==> src/rtl/bfx_pkg.sv <==
package bfx_pkg;
  typedef struct packed {
    logic load;     // legal request: capture the extracted word
    logic flagBad;  // rejected request: pulse the illegal flag
  } bfxStrobe_t;
endpackage

==> src/rtl/bfx_ctrl.sv <==
module bfx_ctrl
  import bfx_pkg::*;
#(
  parameter int DATA_W = 32,
  parameter int LEN_W  = $clog2(DATA_W) + 1,
  parameter int REG_W  = 4,
  parameter int SP_IDX = 13,
  parameter int PC_IDX = 15
) (
  input  logic             reqValid,
  input  logic [LEN_W-1:0] fieldLsb,
  input  logic [LEN_W-1:0] fieldLen,
  input  logic [REG_W-1:0] dstIdx,
  input  logic [REG_W-1:0] srcIdx,
  output bfxStrobe_t       strobes
);
  localparam logic [REG_W-1:0] spCode = REG_W'(SP_IDX);
  localparam logic [REG_W-1:0] pcCode = REG_W'(PC_IDX);

  logic             lsbOk, lenOk, regOk, legal;
  logic [LEN_W:0]   fieldEnd;

  always_comb begin
    fieldEnd = {1'b0, fieldLsb} + {1'b0, fieldLen};
    lsbOk    = fieldLsb < LEN_W'(DATA_W);
    lenOk    = (fieldLen != '0) && (fieldEnd <= (LEN_W+1)'(DATA_W));
    regOk    = (dstIdx != spCode) && (dstIdx != pcCode) &&
               (srcIdx != spCode) && (srcIdx != pcCode);
    legal    = lsbOk && lenOk && regOk;
    strobes.load    = reqValid && legal;
    strobes.flagBad = reqValid && !legal;
  end
endmodule

==> src/rtl/bfx_datapath.sv <==
module bfx_datapath
  import bfx_pkg::*;
#(
  parameter int DATA_W = 32,
  parameter int LEN_W  = $clog2(DATA_W) + 1
) (
  input  logic              clk,
  input  logic              rst,
  input  bfxStrobe_t        strobes,
  input  logic [DATA_W-1:0] srcWord,
  input  logic [LEN_W-1:0]  fieldLsb,
  input  logic [LEN_W-1:0]  fieldLen,
  input  logic              isSigned,
  output logic [DATA_W-1:0] result,
  output logic              resValid,
  output logic              illegal
);
  localparam int POS_W = LEN_W - 1;

  logic [DATA_W-1:0] aligned, mask, extended;
  logic [POS_W-1:0]  topIdx;
  logic              signFill;

  genvar i;
  generate
    for (i = 0; i < DATA_W; i++) begin : g_mask
      assign mask[i] = LEN_W'(i) < fieldLen;
    end
  endgenerate

  always_comb begin
    aligned  = srcWord >> fieldLsb;
    topIdx   = POS_W'(fieldLen - 1'b1);
    signFill = isSigned && aligned[topIdx];
    extended = (aligned & mask) | ({DATA_W{signFill}} & ~mask);
  end

  always_ff @(posedge clk) begin
    if (rst) begin
      result   <= '0;
      resValid <= 1'b0;
      illegal  <= 1'b0;
    end else begin
      resValid <= strobes.load;
      illegal  <= strobes.flagBad;
      if (strobes.load) result <= extended;
    end
  end
endmodule

==> src/rtl/bfx_unit.sv <==
module bfx_unit
  import bfx_pkg::*;
#(
  parameter int DATA_W = 32,
  parameter int LEN_W  = $clog2(DATA_W) + 1,
  parameter int REG_W  = 4,
  parameter int SP_IDX = 13,
  parameter int PC_IDX = 15
) (
  input  logic              clk,
  input  logic              rst,
  input  logic              reqValid,
  input  logic [DATA_W-1:0] srcWord,
  input  logic [LEN_W-1:0]  fieldLsb,
  input  logic [LEN_W-1:0]  fieldLen,
  input  logic              isSigned,
  input  logic [REG_W-1:0]  dstIdx,
  input  logic [REG_W-1:0]  srcIdx,
  output logic [DATA_W-1:0] result,
  output logic              resValid,
  output logic              illegal
);
  bfxStrobe_t strobes;

  bfx_ctrl #(
    .DATA_W(DATA_W), .LEN_W(LEN_W), .REG_W(REG_W),
    .SP_IDX(SP_IDX), .PC_IDX(PC_IDX)
  ) ctrl (
    .reqValid(reqValid), .fieldLsb(fieldLsb), .fieldLen(fieldLen),
    .dstIdx(dstIdx), .srcIdx(srcIdx), .strobes(strobes)
  );

  bfx_datapath #(.DATA_W(DATA_W), .LEN_W(LEN_W)) dp (
    .clk(clk), .rst(rst), .strobes(strobes), .srcWord(srcWord),
    .fieldLsb(fieldLsb), .fieldLen(fieldLen), .isSigned(isSigned),
    .result(result), .resValid(resValid), .illegal(illegal)
  );
endmodule

==> config.mk <==
export PLATFORM = sky130hd
export DESIGN_NAME = bfx_unit
export DESIGN_NICKNAME = d
export VERILOG_FILES = /design/src/rtl/bfx_pkg.sv /design/src/rtl/bfx_ctrl.sv /design/src/rtl/bfx_datapath.sv /design/src/rtl/bfx_unit.sv
export SDC_FILE = /design/constraint.sdc
export NUM_CORES = 1
export LEC_CHECK = 0
export ABC_AREA = 1
export BUFFER_PORTS_ARGS = -buffer_cell sky130_fd_sc_hd__buf_2
export CAP_MARGIN = 20
export CELL_PAD_IN_SITES_DETAIL_PLACEMENT = 1
export CELL_PAD_IN_SITES_GLOBAL_PLACEMENT = 2
export CORE_ASPECT_RATIO = 1.25
export CORE_MARGIN = 8
export CORE_UTILIZATION = 27
export CTS_CLUSTER_DIAMETER = 40
export DETAILED_ROUTE_END_ITERATION = 10
export PLACE_DENSITY_LB_ADDON = 0.12
export SLEW_MARGIN = 20
export SYNTH_ARGS = -nofsm -noshare
export SYNTH_HDL_FRONTEND = slang
export SYNTH_SLANG_ARGS = --single-unit
export TNS_END_PERCENT = 5
==> constraint.sdc <==
create_clock -name clk -period 3.3 [get_ports clk]
set_input_delay 0.33 -clock clk [delete_from_list [all_inputs] [get_ports clk]]
set_output_delay 0.33 -clock clk [all_outputs]
set_load 0.05 [all_outputs]
Word level (Yosys, flattened, before mapping). Cells that the tools add are included.

$add $sub $neg: 2. Order comparisons: 35. Equal/unequal tests: 4. Shift-type cells: 1. Mux-type cells: 2. Bitwise operators: 4. Reductions and logical operators: 11.

Operators by type and width (count): less-than comparator 5 x 6 -> 1 bit, first input constant (16); bitwise AND 32 bit (2); less-than comparator 4 x 6 -> 1 bit, first input constant (8); NOT 32 bit (1); bitwise OR 32 bit (1); right shift 32 x 6 -> 32 bit (1); less-than comparator 3 x 6 -> 1 bit, first input constant (4); != test 4 bit, second input constant (4); less-than comparator 1 x 6 -> 1 bit, first input constant (2); less-than comparator 2 x 6 -> 1 bit, first input constant (2); logical AND 1 bit (9); adder 6 x 6 -> 7 bit (1); <= comparator 7 x 6 -> 1 bit, second input constant (1); less-than comparator 5 x 6 -> 1 bit, second input constant (1); less-than comparator 6 bit, second input constant (1); nonzero test 6 bit (1); binary-select mux 1 bit (select 5 bit) (1); subtractor 5 x 1 -> 5 bit, second input constant (1); logical NOT 1 bit (1); two-way mux 1 bit (1).

Bits in registers: 34. Input bits: 56. Output and inout bits: 34. Word-level logic and storage cells: 62.

Depth between registers and ports, before layout. Gate-level depths: netlist of the first run.

Word-level depth: 7. Gate-level depth with buffers: 21. Gate-level depth less buffers: 19.

By module. Synthesis of the first run repeated with hierarchy kept, for this count alone.

Cell total of the unflattened synthesis: 786. Area total of the unflattened synthesis: 4181.5 µm².

By module, submodules not included: bfx_datapath (times used 1, cells each 728, area each 3857.4 µm², sequential area each 680.7 µm²); bfx_ctrl (times used 1, cells each 58, area each 324.1 µm², sequential area each 0.0 µm²).

Least setup slack after synthesis of the first run. OpenSTA, ideal clock, no wires.

Kind: input port to flip-flop. From: in fieldLsb[0]. To: reg dp.result[15]. Library setup time: 0.070 ns. Data arrival time: 2.310 ns. Data required time: 3.230 ns. Path slack: 0.920 ns. Stages: 14. Path buffers: 1. Path through: ha_1 > fa_1 > nand3_1 > nand2_1 > nand2_1 > nand2_1 > a211oi_1 > o21ai_0 > nor2_1 > inv_2 > clkbuf_1 > a31oi_1 > nand2_1 > a21oi_1.

Word-level cells in the longest chain between the ends: 6. Elaborated cells between the ends (all ways): 14. Those cells by class: add/sub (1); order compare (2); shift (1); mux (2); bitwise (3); reduce/logical (5).

Ends and longest elaborated chain: from (decl) (line bfx_unit.sv:14) `input logic [LEN_W-1:0] fieldLsb,`; right shift 32 x 6 -> 32 bit or adder 6 x 6 -> 7 bit (tied branches) (line bfx_datapath.sv:32, bfx_ctrl.sv:24); binary-select mux 1 bit (select 5 bit) or <= comparator 7 x 6 -> 1 bit (tied branches) (line bfx_datapath.sv:34, bfx_ctrl.sv:26); two-way mux 1 bit (not written as such) or logical AND 1 bit (tied branches) (line bfx_datapath.sv:34, bfx_ctrl.sv:26); logical AND 1 bit (on tied branches) (line bfx_datapath.sv:34, bfx_ctrl.sv:29); bitwise AND 32 bit or logical AND 1 bit (tied branches) (line bfx_datapath.sv:35, bfx_ctrl.sv:29); bitwise OR 32 bit or logical AND 1 bit (tied branches) (line bfx_datapath.sv:35, bfx_ctrl.sv:30); to (signal assigned) (line bfx_datapath.sv:46) `if (strobes.load) result <= extended;`; to (decl) (line bfx_datapath.sv:14) `output logic [DATA_W-1:0] result,`.

Parallel ways exist; a longest one is shown, timed or not. The select of a mux whose other input is x is not followed. A chain may end at the register's enable or synchronous reset.

Worst setup path in the final report of the first run.
From: in fieldLsb[0]. To: reg dp.result[3].

The elaborated chain is that of the path after synthesis.

==> results of run 1 <==
==> flip-flops by register name (all words and copies together) (netlist names) <==
signal,count
dp.illegal,1
dp.resValid,1
dp.result,32
==> cell type report <==
class / instances / area, um^2
Fill cell: 2023 / 9730
Multi-Input combinational cell: 631 / 2920
Sequential cell: 34 / 681
Timing Repair Buffer: 105 / 596
Tap cell: 178 / 223
Inverter: 44 / 165
Clock buffer: 7 / 143
Clock inverter: 1 / 5.00
==> power by group <==
part / internal [mW] / switching (mW) / leakage, nW
registers: 0.420 / 0.00368 / 0.275
clock network: 0.299 / 0.169 / 0.0739
logic: 0.185 / 0.403 / 1.90
==> worst max path at each step <==
| stage | from | endpoint | slack (ns) | cells past startpoint |
|---|---|---|---|---|
| floorplan | fieldLsb[0] | dp.result[15]$_SDFFE_PP0P_ | 0.92 | 14 |
| global placement | fieldLsb[0] | dp.result[17]$_SDFFE_PP0P_ | 0.40 | 17 |
| detailed placement | fieldLsb[0] | dp.result[17]$_SDFFE_PP0P_ | 0.31 | 17 |
| CTS | fieldLsb[0] | dp.result[17]$_SDFFE_PP0P_ | 0.61 | 17 |
| global route | fieldLsb[0] | dp.result[7]$_SDFFE_PP0P_ | 0.30 | 16 |
| finish | fieldLsb[0] | dp.result[3]$_SDFFE_PP0P_ | 0.64 | 16 |
==> cells in the final DEF, fill, tap and decap left out, types with 2 or more instances in the layout <==
| cell type | n |
|---|---|
| sky130_fd_sc_hd__inv_1 | 38 |
| sky130_fd_sc_hd__buf_2 | 87 |
| sky130_fd_sc_hd__and2_1 | 2 |
| sky130_fd_sc_hd__ha_1 | 8 |
| sky130_fd_sc_hd__nor2_2 | 3 |
| sky130_fd_sc_hd__nand2_1 | 236 |
| sky130_fd_sc_hd__clkbuf_16 | 5 |
| sky130_fd_sc_hd__buf_12 | 2 |
| sky130_fd_sc_hd__nor2_1 | 52 |
| sky130_fd_sc_hd__nand4_1 | 8 |
| sky130_fd_sc_hd__dfxtp_1 | 34 |
| sky130_fd_sc_hd__o21ai_1 | 2 |
| sky130_fd_sc_hd__inv_2 | 5 |
| sky130_fd_sc_hd__o21ai_0 | 14 |
| sky130_fd_sc_hd__nand3_1 | 229 |
| sky130_fd_sc_hd__a21oi_1 | 59 |
| sky130_fd_sc_hd__xnor2_1 | 2 |
| sky130_fd_sc_hd__buf_4 | 16 |
| sky130_fd_sc_hd__a31oi_1 | 7 |
| sky130_fd_sc_hd__o21a_1 | 3 |
==> per-layer routing <==
metal  track usage  up-vias
li1              -     2664
met1         0.207     2470
met2         0.327       79
met3        0.0161       10
met4        0.0430        0
met5             0        -
==> per-stage QoR <==
stage          cell area [um^2]  instances  worst slack (ns)
2_1_floorplan              4000        758             0.920
3_3_place_gp               4590        992             0.399
3_5_place_dp               4590        992             0.312
4_1_cts                    4740       1000             0.606
5_1_grt                    4740       1000             0.299
6_report                   4740       1000             0.636
==> kinds of logic (layout without fill, tap and decap cells) <==
| kind of cell | count (synthesis) | count (layout) | synth area share |
|---|---|---|---|
| AND/OR/NAND/NOR | 532 | 532 | 0.579 |
| buffers and inverters | 93 | 157 | 0.0995 |
| AO/OA/AOI/OAI | 87 | 87 | 0.114 |
| flip-flops | 34 | 34 | 0.170 |
| adder cells (fa/ha/maj) | 9 | 9 | 0.0300 |
| XOR/XNOR | 3 | 3 | 0.00657 |
==> critical path, stage by stage <==
cell and delay, ns:
sky130_fd_sc_hd__buf_2 0.11, sky130_fd_sc_hd__buf_4 0.23, sky130_fd_sc_hd__ha_1 0.27, sky130_fd_sc_hd__fa_1 0.42, sky130_fd_sc_hd__nand3_1 0.13, sky130_fd_sc_hd__nand2_1 0.07
sky130_fd_sc_hd__nand2_1 0.08, sky130_fd_sc_hd__nand2_1 0.05, sky130_fd_sc_hd__a211oi_1 0.17, sky130_fd_sc_hd__o21ai_0 0.14, sky130_fd_sc_hd__nor2_1 0.17, sky130_fd_sc_hd__inv_2 0.06
sky130_fd_sc_hd__buf_12 0.18, sky130_fd_sc_hd__a31oi_1 0.18, sky130_fd_sc_hd__nand2_1 0.09, sky130_fd_sc_hd__a21oi_1 0.13
==> flow_results.xml, run 1 <==
<?xml version="1.0" encoding="UTF-8"?>
<metrics>
  <group name="flow_run">
    <metric name="drv_cap" unit="">0</metric>
  </group>
  <group name="logic_synthesis">
    <metric name="synthDominantAreaCellType" unit="">sky130_fd_sc_hd__nand3_1</metric>
    <metric name="synth_top_area_frac" unit="">0.287</metric>
    <metric name="synthDistinctLibCells" unit="">28</metric>
    <metric name="synth_common_cells" unit="">sky130_fd_sc_hd__nand2_1, sky130_fd_sc_hd__nand3_1, sky130_fd_sc_hd__a21oi_1, sky130_fd_sc_hd__nor2_1, sky130_fd_sc_hd__inv_1</metric>
    <metric name="post_synth_main_area_contributors" unit="">sky130_fd_sc_hd__nand3_1, sky130_fd_sc_hd__nand2_1, sky130_fd_sc_hd__dfxtp_1, sky130_fd_sc_hd__a21oi_1, sky130_fd_sc_hd__nor2_1</metric>
    <metric name="async_reset_ff_frac" unit="">0</metric>
    <metric name="top_count_cell_post_synth" unit="">sky130_fd_sc_hd__nand2_1</metric>
    <metric name="ys_warnings" unit="">0</metric>
    <metric name="post_syn_instances" unit="">758</metric>
    <metric name="synth-edff-count" unit="">0</metric>
    <metric name="post_syn_nets" unit="">823</metric>
    <metric name="synth.yosys.seq_area_share" unit="">0.170</metric>
    <metric name="post_synthesis_instance_area" unit="um^2">4000</metric>
    <metric name="syn_avg_cell_area" unit="um^2">5.28</metric>
    <metric name="postSynth.topFlopCell" unit="">sky130_fd_sc_hd__dfxtp_1</metric>
    <metric name="register_bit_total_from_synthesis" unit="">34</metric>
  </group>
  <group name="min_path">
    <metric name="timing.hold.worst_endpoint" unit="">dp.illegal$_SDFF_PP0_</metric>
    <metric name="worst_hold_path.num_cells" unit="">3</metric>
    <metric name="holdCritPathClass" unit="">in2reg</metric>
    <metric name="worst_hold_startpoint" unit="">reqValid</metric>
  </group>
  <group name="cts">
    <metric name="cts.path.max_buffers" unit="">2</metric>
    <metric name="post_cts.resized_instances" unit="">0</metric>
    <metric name="cts_hold_repair.buffers" unit="">0</metric>
    <metric name="worstSkewPairLatency" unit="ns">0.28</metric>
    <metric name="worst_setup_hold_path_clk_slew" unit="ns">0.06</metric>
    <metric name="postCtsSetupBuffers" unit="">0</metric>
    <metric name="clock-root-buffer" unit="">sky130_fd_sc_hd__clkbuf_16</metric>
    <metric name="cts.htree.levels" unit="">2</metric>
    <metric name="clkSinkCount" unit="">34</metric>
    <metric name="numCtsBuffers" unit="">5</metric>
    <metric name="cts_tree" unit="">done</metric>
  </group>
  <group name="critical_path">
    <metric name="timing.reg2reg.setup_slack" unit="ns">2.68</metric>
    <metric name="reg2regPathDepth" unit="">2</metric>
    <metric name="regToRegStartpoint" unit="">dp.result[15]$_SDFFE_PP0P_</metric>
    <metric name="start_kind" unit="">input port</metric>
    <metric name="class_of_the_most_critical_setup_path" unit="">in2reg</metric>
    <metric name="crit_required" unit="ns">3.50</metric>
    <metric name="arrival" unit="ns">2.86</metric>
    <metric name="timing.critical_path.to_type" unit="">register</metric>
    <metric name="path_max_fanout" unit="">61</metric>
    <metric name="crit-reg2reg-capture" unit="">dp.result[15]$_SDFFE_PP0P_</metric>
  </group>
  <group name="timing">
    <metric name="fmaxAchievable" unit="MHz">375</metric>
    <metric name="setup_tns" unit="ns">0</metric>
    <metric name="finalHoldViolCount" unit="">0</metric>
    <metric name="layout_worst_path_cycle_share" unit="">0.807</metric>
    <metric name="slew_headroom" unit="">0.610</metric>
    <metric name="setup-violations-final" unit="">0</metric>
    <metric name="worst-slew-pin-transition" unit="ns">0.585</metric>
    <metric name="timing_max_transition_violations_final" unit="">0</metric>
    <metric name="rsz_0062_raised_after_global_routing" unit="">false</metric>
    <metric name="finalClockSkew" unit="ns">0</metric>
    <metric name="hold-worst-slack" unit="ns">0.280</metric>
    <metric name="post-route-min-period" unit="ns">2.66</metric>
  </group>
  <group name="status">
    <metric name="run_status" unit="">completed</metric>
  </group>
  <group name="drt">
    <metric name="drt_iter0_markers" unit="">238</metric>
    <metric name="wl_final" unit="um">16700</metric>
    <metric name="avgRoutedWirePerCell" unit="um">16.7</metric>
    <metric name="drtAntennaViolNets" unit="">0</metric>
    <metric name="detail_route.drc_violations" unit="">0</metric>
    <metric name="wl_met1" unit="um">7230</metric>
    <metric name="highest-signal-layer" unit="">met4</metric>
    <metric name="detailed_route_via_count" unit="">5223</metric>
    <metric name="detail_route.vias_per_cell" unit="">5.22</metric>
    <metric name="length_of_routed_met3_wiring" unit="um">525</metric>
    <metric name="first_pass_iters" unit="">4</metric>
    <metric name="detailroute.wirelength.met2" unit="um">8730</metric>
  </group>
  <group name="global_routing">
    <metric name="first_pass_grt_wire_length" unit="um">27500</metric>
    <metric name="globalRouteOverflowTotal" unit="">0</metric>
    <metric name="antenna_violations_before_repair" unit="">0</metric>
    <metric name="first_global_vias" unit="">5321</metric>
    <metric name="global_route.usage.total" unit="">0.175</metric>
    <metric name="maximum_number_of_pins_on_one_net_before_global_route_repair" unit="">62</metric>
  </group>
  <group name="floorplanning">
    <metric name="die_area" unit="um^2">19000</metric>
    <metric name="floorplan.initialDensity" unit="">0.276</metric>
    <metric name="die_width" unit="um">125</metric>
    <metric name="core_area" unit="um^2">14500</metric>
    <metric name="fp-row-count" unit="">49</metric>
    <metric name="die_height" unit="um">152</metric>
    <metric name="i_o_pin_count" unit="">90</metric>
  </group>
  <group name="pwr">
    <metric name="power.total" unit="mW">1.48</metric>
    <metric name="total_leakage_power" unit="nW">2.24</metric>
    <metric name="powerDensity" unit="nW/um^2">312</metric>
    <metric name="worst_ir_drop_vdd" unit="mV">0.149</metric>
  </group>
  <group name="finish">
    <metric name="syn2layout_area_growth" unit="%">18.4</metric>
    <metric name="antenna-diode-count" unit="">0</metric>
    <metric name="final_core_util" unit="">0.327</metric>
    <metric name="design.final.nets" unit="">886</metric>
    <metric name="layout-drive-gt1-share" unit="">0.148</metric>
  </group>
  <group name="place">
    <metric name="dp_hpwl" unit="um">13900</metric>
    <metric name="place.port_buffers" unit="">87</metric>
    <metric name="routability_congestion_estimate" unit="">0.854</metric>
  </group>
</metrics>
Power figures use the tool's default switching activity.
==> inputs of run 2 (changes only) <==
- ABC_AREA: 1 -> 0
- CORE_UTILIZATION: 27 -> 34
- clock period: 3.3 -> 2.8 ns (I/O delays scaled with it)
==> flow_results.xml, run 2 <==
<?xml version="1.0" encoding="UTF-8"?>
<metrics>
  <group name="critical_path">
    <metric name="path_max_fanout" unit="">8</metric>
    <metric name="crit_required" unit="ns">2.97</metric>
    <metric name="regToRegStartpoint" unit="">dp.result[7]$_SDFFE_PP0P_</metric>
    <metric name="critical_path.cell_chain" unit="">buf_12 -&gt; buf_4 -&gt; mux4_2 -&gt; mux2i_4 -&gt; buf_4 -&gt; nor2_1 -&gt; a311o_1 -&gt; nor2_1 -&gt; a311oi_2 -&gt; a2111oi_4 -&gt; buf_6 -&gt; buf_12 -&gt; nor4_2 -&gt; o221a_1</metric>
    <metric name="timing.reg2reg.setup_slack" unit="ns">2.09</metric>
    <metric name="reg2regPathDepth" unit="">1</metric>
    <metric name="timing.critical_path.to_type" unit="">register</metric>
    <metric name="class_of_the_most_critical_setup_path" unit="">in2reg</metric>
    <metric name="timing.critical_path.slowest_stage_cell" unit="">sky130_fd_sc_hd__mux4_2</metric>
    <metric name="start_kind" unit="">input port</metric>
    <metric name="crit-reg2reg-capture" unit="">dp.result[7]$_SDFFE_PP0P_</metric>
    <metric name="arrival" unit="ns">3.09</metric>
    <metric name="slowest_delay" unit="ns">0.55</metric>
  </group>
  <group name="cts">
    <metric name="cts.htree.levels" unit="">2</metric>
    <metric name="cts_tree" unit="">done</metric>
    <metric name="worst_setup_hold_path_clk_slew" unit="ns">0.06</metric>
    <metric name="worstSkewPairLatency" unit="ns">0.28</metric>
    <metric name="clkSinkCount" unit="">34</metric>
    <metric name="clock-root-buffer" unit="">sky130_fd_sc_hd__clkbuf_16</metric>
    <metric name="numCtsBuffers" unit="">5</metric>
    <metric name="cts.path.max_buffers" unit="">2</metric>
  </group>
  <group name="finish">
    <metric name="layout-drive-gt1-share" unit="">0.512</metric>
    <metric name="stdcell_count" unit="">1020</metric>
    <metric name="fillCellCount" unit="">1756</metric>
    <metric name="syn2layout_area_growth" unit="%">56.2</metric>
    <metric name="most-common-layout-cells" unit="">sky130_fd_sc_hd__buf_4, sky130_fd_sc_hd__buf_2, sky130_fd_sc_hd__nor2_1</metric>
    <metric name="final_common_cell" unit="">sky130_fd_sc_hd__buf_4</metric>
    <metric name="largest_registers" unit="">dp.result x32, dp.illegal x1, dp.resValid x1</metric>
    <metric name="registers.top_by_ff_count" unit="">dp.result</metric>
    <metric name="antenna-diode-count" unit="">0</metric>
    <metric name="design.final.nets" unit="">907</metric>
    <metric name="max_reg_flops" unit="">32</metric>
  </group>
  <group name="status">
    <metric name="run_status" unit="">finished, violations left</metric>
    <metric name="violations_in_the_final_reports" unit="">setup timing</metric>
  </group>
  <group name="pwr">
    <metric name="p_switching" unit="mW">1.03</metric>
    <metric name="clkPwrFrac" unit="">0.238</metric>
    <metric name="internal_power" unit="mW">1.66</metric>
    <metric name="worst_ir_drop_vdd" unit="mV">0.400</metric>
    <metric name="seq_power_share" unit="">0.194</metric>
    <metric name="fraction_of_power_consumed_by_combinational_cells" unit="">0.568</metric>
    <metric name="p_sw_frac" unit="">0.384</metric>
    <metric name="total_leakage_power" unit="nW">3.31</metric>
    <metric name="powerDensity" unit="nW/um^2">347</metric>
  </group>
  <group name="logic_synthesis">
    <metric name="post_syn_instances" unit="">584</metric>
    <metric name="synth_common_cells" unit="">sky130_fd_sc_hd__nor2_1, sky130_fd_sc_hd__nand2_1, sky130_fd_sc_hd__mux4_2, sky130_fd_sc_hd__dfxtp_1, sky130_fd_sc_hd__o21ai_0</metric>
    <metric name="ys_warnings" unit="">0</metric>
    <metric name="synth.yosys.seq_area_share" unit="">0.137</metric>
    <metric name="post_synth_main_area_contributors" unit="">sky130_fd_sc_hd__mux4_2, sky130_fd_sc_hd__dfxtp_1, sky130_fd_sc_hd__nor2_1, sky130_fd_sc_hd__nand2_1, sky130_fd_sc_hd__o311a_1</metric>
    <metric name="top_count_cell_post_synth" unit="">sky130_fd_sc_hd__nor2_1</metric>
    <metric name="synthDistinctLibCells" unit="">79</metric>
    <metric name="syn_avg_cell_area" unit="um^2">8.51</metric>
    <metric name="async_reset_ff_frac" unit="">0</metric>
    <metric name="register_bit_total_from_synthesis" unit="">34</metric>
    <metric name="synthDominantAreaCellType" unit="">sky130_fd_sc_hd__mux4_2</metric>
    <metric name="post_syn_nets" unit="">649</metric>
    <metric name="synth-edff-count" unit="">0</metric>
    <metric name="synth_top_area_frac" unit="">0.172</metric>
    <metric name="postSynth.topFlopCell" unit="">sky130_fd_sc_hd__dfxtp_1</metric>
    <metric name="post_synthesis_instance_area" unit="um^2">4970</metric>
  </group>
  <group name="floorplanning">
    <metric name="die_width" unit="um">124</metric>
    <metric name="core_area" unit="um^2">14300</metric>
    <metric name="floorplan.initialDensity" unit="">0.346</metric>
    <metric name="die_area" unit="um^2">18800</metric>
    <metric name="fp-row-count" unit="">49</metric>
    <metric name="i_o_pin_count" unit="">90</metric>
    <metric name="die_height" unit="um">151</metric>
  </group>
  <group name="min_path">
    <metric name="holdCritPathClass" unit="">in2reg</metric>
    <metric name="timing.hold.worst_endpoint" unit="">dp.illegal$_SDFF_PP0_</metric>
    <metric name="worst_hold_path.num_cells" unit="">3</metric>
    <metric name="worst_hold_startpoint" unit="">reqValid</metric>
  </group>
  <group name="flow_run">
    <metric name="drv_cap" unit="">0</metric>
  </group>
  <group name="timing">
    <metric name="setup-violations-final" unit="">32</metric>
    <metric name="timing_max_transition_violations_final" unit="">0</metric>
    <metric name="layout_worst_path_cycle_share" unit="">1.04</metric>
    <metric name="worst-slew-pin-transition" unit="ns">0.627</metric>
    <metric name="post-route-min-period" unit="ns">2.92</metric>
    <metric name="hold-worst-slack" unit="ns">0.322</metric>
    <metric name="fmaxAchievable" unit="MHz">342</metric>
    <metric name="slew_headroom" unit="">0.582</metric>
    <metric name="finalHoldViolCount" unit="">0</metric>
    <metric name="rsz_0062_raised_after_global_routing" unit="">true</metric>
    <metric name="fin_worst_setup_slack" unit="ns">-0.123</metric>
    <metric name="finalClockSkew" unit="ns">0</metric>
  </group>
  <group name="global_routing">
    <metric name="first_pass_grt_wire_length" unit="um">40000</metric>
    <metric name="globalRouteOverflowTotal" unit="">0</metric>
    <metric name="antenna_violations_before_repair" unit="">0</metric>
    <metric name="maximum_number_of_pins_on_one_net_before_global_route_repair" unit="">22</metric>
    <metric name="first_global_vias" unit="">6817</metric>
    <metric name="global_route.usage.total" unit="">0.279</metric>
  </group>
  <group name="drt">
    <metric name="drt_iter0_markers" unit="">463</metric>
    <metric name="detail_route.vias_per_cell" unit="">6.16</metric>
    <metric name="drtAntennaViolNets" unit="">0</metric>
    <metric name="first_pass_iters" unit="">4</metric>
    <metric name="detailed_route_via_count" unit="">6280</metric>
    <metric name="wl_final" unit="um">26500</metric>
    <metric name="detail_route.drc_violations" unit="">0</metric>
    <metric name="avgRoutedWirePerCell" unit="um">25.9</metric>
  </group>
  <group name="place">
    <metric name="dp.cells" unit="">985</metric>
    <metric name="routability_congestion_estimate" unit="">0.960</metric>
    <metric name="dp_hpwl" unit="um">20200</metric>
    <metric name="pre_cts_ws" unit="ns">-0.810</metric>
    <metric name="place.port_buffers" unit="">87</metric>
  </group>
</metrics>
-- run 2: power groups by stage --
stage | registers (mW) | clock network, mW | logic [mW]
final | 0.523 | 0.641 | 1.53
after global routing | 0.526 | 0.664 | 1.61
after CTS | 0.523 | 0.655 | 1.45
after detailed placement | 0.533 | 0 | 1.30
after global placement | 0.532 | 0 | 1.27
after floorplan | 0.623 | 0 | 0.606
-- run 2: cell type report --
cell class / instances / area [um^2] / share of cell area
multi-input combinational: 475 / 4220 / 0.543
timing repair buffer: 309 / 2410 / 0.310
sequential: 34 / 681 / 0.0877
tap: 178 / 223 / 0.0287
clock buffer: 6 / 139 / 0.0179
inverter: 17 / 63.8 / 0.00823
clock inverter: 1 / 30.0 / 0.00387
-- run 2: kinds of logic (layout without fill, tap and decap cells) --
kind of cell	count (synthesis)	count (layout)	share of synthesized area
XOR/XNOR	6	6	0.0106
buffers and inverters	75	333	0.0839
AO/OA/AOI/OAI	171	171	0.271
multiplexers	71	71	0.245
flip-flops	34	34	0.137
adder cells (fa/ha/maj)	9	9	0.0242
AND/OR/NAND/NOR	218	218	0.228
-- run 2: worst max path at each step --
stage | slack [ns] | startpoint | end
6_report | -0.12 | fieldLsb[1] | dp.result[7]$_SDFFE_PP0P_
5_1_grt | -0.19 | fieldLsb[1] | dp.result[7]$_SDFFE_PP0P_
4_1_cts | -0.08 | fieldLsb[1] | dp.result[23]$_SDFFE_PP0P_
3_5_place_dp | -0.81 | fieldLsb[2] | dp.result[11]$_SDFFE_PP0P_
3_3_place_gp | -0.74 | fieldLsb[2] | dp.result[4]$_SDFFE_PP0P_
2_1_floorplan | -0.06 | fieldLsb[1] | dp.result[28]$_SDFFE_PP0P_
-- run 2: timing repair --
item / 4_1_cts / 5_1_grt
pin swaps: 34 / 28
endpoints found under the setup margin: 33 / 33
resized for setup: 53 / 35
buffers inserted: 16 / 6
gates cloned: 6 / 1
hold buffers: 0 / 0
-- run 2: metal layers --
metal | part of all wire | global-route usage
met1 | 0.38 | 0.305
met4 | 0.054 | 0.145
met3 | 0.044 | 0.0287
met5 | 0 | 0
met2 | 0.52 | 0.514
-- run 2: through the flow --
stage / setup TNS [ns] / power, mW / util / instance area [um^2]
after global placement: -20.27 / 1.80 / 0.478 / 6860
after floorplan: -1.11 / 1.23 / - / 5000
after global routing: -5.04 / 2.80 / 0.541 / 7760
after CTS: -1.50 / 2.63 / 0.527 / 7570
after detailed placement: -22.56 / 1.83 / 0.478 / 6860
final: -2.43 / 2.70 / 0.541 / 7760
-- run 2: critical path, delay by kind of cell --
family | cells | cell delay (ns)
AO/OA/AOI/OAI | 4 | 1.02
buffers and inverters | 5 | 0.78
multiplexers | 2 | 0.76
AND/OR/NAND/NOR | 3 | 0.24
